===== src/rtl/aux_conv_sched.sv =====
module aux_conv_sched #(
  parameter int NSRC   = 5,
  parameter int DW     = 12,
  parameter int RATE_W = 8,
  parameter int TICK   = 4
) (
  input  logic                      clk,
  input  logic                      rst_n,
  input  logic                      wr_en,
  input  logic [1:0]                addr,
  input  logic [15:0]               wdata,
  output logic [15:0]               rdata,
  input  logic                      pwr_off,
  input  logic                      pwr_sleep,
  output logic                      adc_start,
  output logic [$clog2(NSRC)-1:0]   adc_chan,
  input  logic                      adc_done,
  input  logic [DW-1:0]             adc_data,
  output logic                      irq
);
  localparam int CW = $clog2(NSRC);
  localparam int PW = RATE_W + $clog2(TICK) + 1;

  logic              en, cvt, slp, busy;
  logic [RATE_W-1:0] rate;
  logic [NSRC-1:0]   src_en;
  logic [CW-1:0]     last, nxt, res_tag;
  logic [DW-1:0]     res_data;
  logic [PW-1:0]     cnt;
  logic              hit;

  wire manual  = (rate == '0);
  wire active  = en && !pwr_off && (!pwr_sleep || slp);
  wire [PW-1:0] period = PW'(rate) * PW'(TICK);
  wire cnt_hit = (cnt == period - PW'(1));
  wire trig    = active && cvt && !busy && (manual || cnt_hit);

  always_comb begin
    nxt = last;
    hit = 1'b0;
    for (int k = 1; k <= NSRC; k++) begin
      int j;
      j = (int'(last) + k) % NSRC;
      if (!hit && src_en[j[CW-1:0]]) begin
        nxt = j[CW-1:0];
        hit = 1'b1;
      end
    end
  end

  always_comb begin
    case (addr)
      2'd0:    rdata = {en, cvt, 1'b0, slp, {(12-RATE_W){1'b0}}, rate};
      2'd1:    rdata = 16'(src_en);
      2'd2:    rdata = (16'(res_tag) << 12) | 16'(res_data);
      default: rdata = '0;
    endcase
  end

  always_ff @(posedge clk or negedge rst_n) begin
    if (!rst_n) begin
      en <= 1'b0; cvt <= 1'b0; slp <= 1'b0; rate <= '0;
      src_en <= '0; busy <= 1'b0; last <= CW'(NSRC - 1);
      adc_start <= 1'b0; adc_chan <= '0; irq <= 1'b0;
      res_tag <= '0; res_data <= '0; cnt <= '0;
    end else begin
      adc_start <= 1'b0;
      irq       <= 1'b0;
      if (wr_en && addr == 2'd0) begin
        en   <= wdata[15];
        cvt  <= wdata[14];
        slp  <= wdata[12];
        rate <= wdata[RATE_W-1:0];
      end
      if (wr_en && addr == 2'd1) src_en <= wdata[NSRC-1:0];
      if (pwr_off) en <= 1'b0;
      if (trig) begin
        if (hit) begin
          busy      <= 1'b1;
          adc_start <= 1'b1;
          adc_chan  <= nxt;
          last      <= nxt;
        end else if (manual) begin
          cvt <= 1'b0;
        end
      end
      if (busy && adc_done) begin
        busy     <= 1'b0;
        irq      <= 1'b1;
        res_tag  <= adc_chan;
        res_data <= adc_data;
        if (manual) cvt <= 1'b0;
      end
      if (!(active && cvt && !manual) || cnt_hit) cnt <= '0;
      else cnt <= cnt + PW'(1);
    end
  end

  a_r12_start_pulse: assert property (@(posedge clk) disable iff (!rst_n)
    adc_start |=> !adc_start);
  a_r12_chan_enabled: assert property (@(posedge clk) disable iff (!rst_n)
    adc_start |-> ($past(src_en) & (NSRC'(1) << adc_chan)) != '0);
  a_r8_no_start_busy: assert property (@(posedge clk) disable iff (!rst_n)
    adc_start |-> !$past(busy));
  a_r7_irq_after_done: assert property (@(posedge clk) disable iff (!rst_n)
    irq |-> $past(adc_done));
  a_r3_manual_clear: assert property (@(posedge clk) disable iff (!rst_n)
    (irq && $past(rate == '0)) |-> !cvt);
  a_r10_off_clears: assert property (@(posedge clk) disable iff (!rst_n)
    pwr_off |=> !en);
  a_r11_sleep_gate: assert property (@(posedge clk) disable iff (!rst_n)
    adc_start |-> $past(!pwr_sleep || slp));
endmodule


===== config.mk =====
export PLATFORM = sky130hd
export DESIGN_NAME = aux_conv_sched
export DESIGN_NICKNAME = d
export VERILOG_FILES = /design/src/rtl/aux_conv_sched.sv
export SDC_FILE = /design/constraint.sdc
export NUM_CORES = 1
export LEC_CHECK = 0
export BUFFER_PORTS_ARGS = -buffer_cell sky130_fd_sc_hd__buf_2
export CORE_AREA = 3 3 92 94
export DETAILED_ROUTE_END_ITERATION = 6
export DIE_AREA = 0 0 95 97
export PLACE_DENSITY = 0.8
export SLEW_MARGIN = 20
export SYNTH_ARGS = -nofsm -noshare
export SYNTH_HDL_FRONTEND = slang
export SYNTH_SLANG_ARGS = --single-unit

===== constraint.sdc =====
create_clock -name clk -period 7 [get_ports clk]
set_input_delay 0.35 -clock clk [delete_from_list [all_inputs] [get_ports clk]]
set_output_delay 0.35 -clock clk [all_outputs]
set_load 0.01 [all_outputs]

==> impl_metrics.ini <==
[floorplan]
dieArea_um2 = 9220
initial_core_util_pct = 55.0
rows = 32
core-area_um2 = 7730
die_w_um = 95
die_y_um = 97
io_pins = 57

[logic_synthesis]
synthTopCellsByArea = dfrtp_1 28%, ha_1 7.7%, mux2_2 7.2%
synth_top_cell_by_area = dfrtp_1
ys.flop_type = dfrtp_1
netlist.area_leader.share_pct = 28.3
synth_area_um2 = 4250
yosysWarnings = 0
synth_edf_count = 0
synth_area_per_cell_um2 = 9.10
synth_cell_types = 77
async_flop_share_pct = 100
syn_nets = 529
ys_seq_elements = 49
synth_cells = 467
ys_seq_area_share_pct = 28.9

[setup_path]
cp_max_fo = 15
cp_cell_sequence = clkinv_1 -> ha_1 -> ha_1 -> o31ai_1 -> o31ai_4 -> xnor2_1 -> inv_2 -> ha_1 -> nand2b_1 -> a22oi_1 -> o211ai_1 -> a32o_1 -> o41ai_2 -> o31ai_1
worst_ep_arrival_time_ns = 5.15
path_buf_inv = 2
required_ns = 7.17
crit_type = reg2reg
crit_slowest_cell = ha_1
cp_top_family = compound AO/OA/AOI/OAI gates
endpoint_kind = flop
crit_top_cell = ha_1
cp-start-kind = flop
slowest_delay_ns = 0.66

[power_and_ir_drop]
p_seq_share_pct = 43.4
ir_drop_v = 0.000168
p_sw_mw = 0.248
p_sw_share_pct = 31.2
p_comb_share_pct = 26.8
p_leak_nw = 2.12
powerDensity_nw_per_um2 = 170
p_int_mw = 0.546
power.share.clock_pct = 29.8
power_mw = 0.793

[global_routing]
grt_overflow = 0
grt_first_pass_wirelength_mm = 17.1
grt_antenna_before_repair = 0
grt_pass1_vias = 3586
grt_max_degree = 50
grt.total_usage_pct = 22.8

[sta]
hold_viol_final = 0
finalMaxSlewViolations = 0
finalWorstSetupSlack_ns = 2.02
setup_violations = 0
worstMarginPinSlew_ns = 1.05
period_needed_ns = 4.98
fin_crit_sh_pct = 71.1
fin_hold_ws_ns = 0.0442
fin_setup_tns_ns = 0
max_slew_margin_pct = 30.0
rsz0062_at_grt = false
skew_ns = 0.00841
fmax_mhz = 201

[final_layout]
layout-drive-gt1-share_pct = 21.2
regArea_um2 = 1230
areaGrowthSynthToFinish_pct = 10.0
design_area_um2 = 4670
diodes = 0
fin_nets = 566
multiInputGateArea_um2 = 2840
n_fill_cell = 649

[placed_design]
placed_cell_area_um2 = 4540
numPortBuffers = 51
dp_hpwl_mm = 7.41
place_ws_ns = 2.03
globalplace.congestion = 0.914

[status]
status = complete, no violations

[clocking]
cts_buffer_depth = 2
clock_latency_ns = 0.30
cts_resized = 0
ctsHtreeMaxLevel = 2
clock-sinks = 49
cts_tree = built
cts_hold_buf = 0
root_buffer = clkbuf_8
numCtsBuffers = 5
path_clk_slew_ns = 0.09
post-cts-setup-buffers = 0

[hold_path]
hp-class = in2async

[job]
drv_cap = 0

[route]
vias = 3700
drt_iter0_drc = 170
routed_via_density = 6.10
avgRoutedWirePerCell_um = 16.7
postRouteAntennaNets = 0
drt-total-wl_mm = 10.1
drc_errors = 0
drt_first_pass_iters = 4
-- cell type report --
type	count	share of cell area, %
tap	102	2.73
inverter	21	1.69
clock inverter	3	1.39
clock buffer	5	1.47
sequential	49	26.3
multi-input combinational	375	60.8
timing repair buffer	52	5.68
-- cells in the mapped netlist, types with 3 or more instances --
library cell   n
a211oi_1       3
a21o_1         4
a21oi_1       18
and2_1        10
and3_1         5
and3b_1        3
and4_1         4
buf_2          7
buf_4          4
clkbuf_1       9
dfrtp_1       48
ha_1          26
inv_1         17
inv_2          3
mux2_2        27
mux2i_1       23
nand2_1       34
nand2b_1      10
nand3_1       17
nand3b_1       3
nand4_1        3
nor2_1        29
nor2b_1        7
nor3_1         8
nor3b_1        4
nor4_1         3
o211a_1        4
o211ai_1       8
o21a_1         5
o21ai_0       19
o21ai_1        7
o31ai_1        9
or4_1          3
xnor2_1       14
xor2_1        15
-- power by group through the flow --
stage / combinational (mW) / clock [mW] / sequential, mW
2_1_floorplan: 0.170 / 0 / 0.327
3_3_place_gp: 0.203 / 0 / 0.347
5_1_grt: 0.237 / 0.252 / 0.348
4_1_cts: 0.211 / 0.241 / 0.343
6_report: 0.213 / 0.236 / 0.344
3_5_place_dp: 0.208 / 0 / 0.349
-- sequential cells by signal, summed over array words and instances (netlist names) --
signal	cells
res_data	12
cnt	11
rate	8
src_en	5
adc_chan	3
res_tag	3
adc_start	1
busy	1
cvt	1
en	1
irq	1
last	1
slp	1
-- cell usage in the layout, fill, tap and decap left out, types with 5 or more instances in the layout --
cell type,instances
ha_1,26
o21ai_1,7
o31ai_1,9
o21a_1,5
dfrtp_1,48
mux2i_1,23
nand3_1,17
nor2_1,29
inv_1,17
mux2_2,27
o211ai_1,8
o21ai_0,19
buf_2,50
nor2b_1,7
xnor2_1,14
nand2b_1,10
and3_1,5
and2_1,10
nand2_1,34
a21oi_1,18
xor2_1,15
clkbuf_8,5
nor3_1,8
-- metrics by stage --
stage / cells / utilization (%)
final: 607 / 60.5
after floorplan: 467 / -
after global placement: 599 / 58.7
after CTS: 607 / 60.4
after detailed placement: 599 / 58.7
after global routing: 607 / 60.5
-- cell families (layout without fill, tap and decap cells) --
group                      count (synthesis)  after routing  synth area share [%]
adders and majority gates                 26             26                  7.66
xor gates and xnor gates                  30             30                  6.63
and+or+nand+nor                          156            156                  20.2
muxes                                     50             50                  12.6
buffers and inverters                     43             81                  4.36
DFF                                       49             49                  28.9
AOI/OAI and AO/OA                        113            113                  19.6
-- worst paths after layout --
path	start	end	slack, ns	depth (start not counted)
setup / recovery	adc_chan[0]	adc_chan[1]	2.02	14
hold / removal	rst_n	res_data[8]	0.04	1
setup reg to reg	adc_chan[0]	adc_chan[1]	2.02	14
hold reg to reg	res_tag[1]	res_tag[1]	0.50	2
max in group asynchronous	rst_n	cnt[9]	6.52	1
min in group clk	adc_done	busy	0.21	2
-- layer usage --
metal | track usage [%] | vias up | wire [µm]
met5 | 0 | - | 0
met4 | 7.77 | 0 | 248
met3 | 2.95 | 21 | 454
met2 | 38.2 | 80 | 4930
met1 | 30.1 | 1805 | 4500
li1 | - | 1794 | -
No activity file was read; power rests on OpenSTA's default activity.
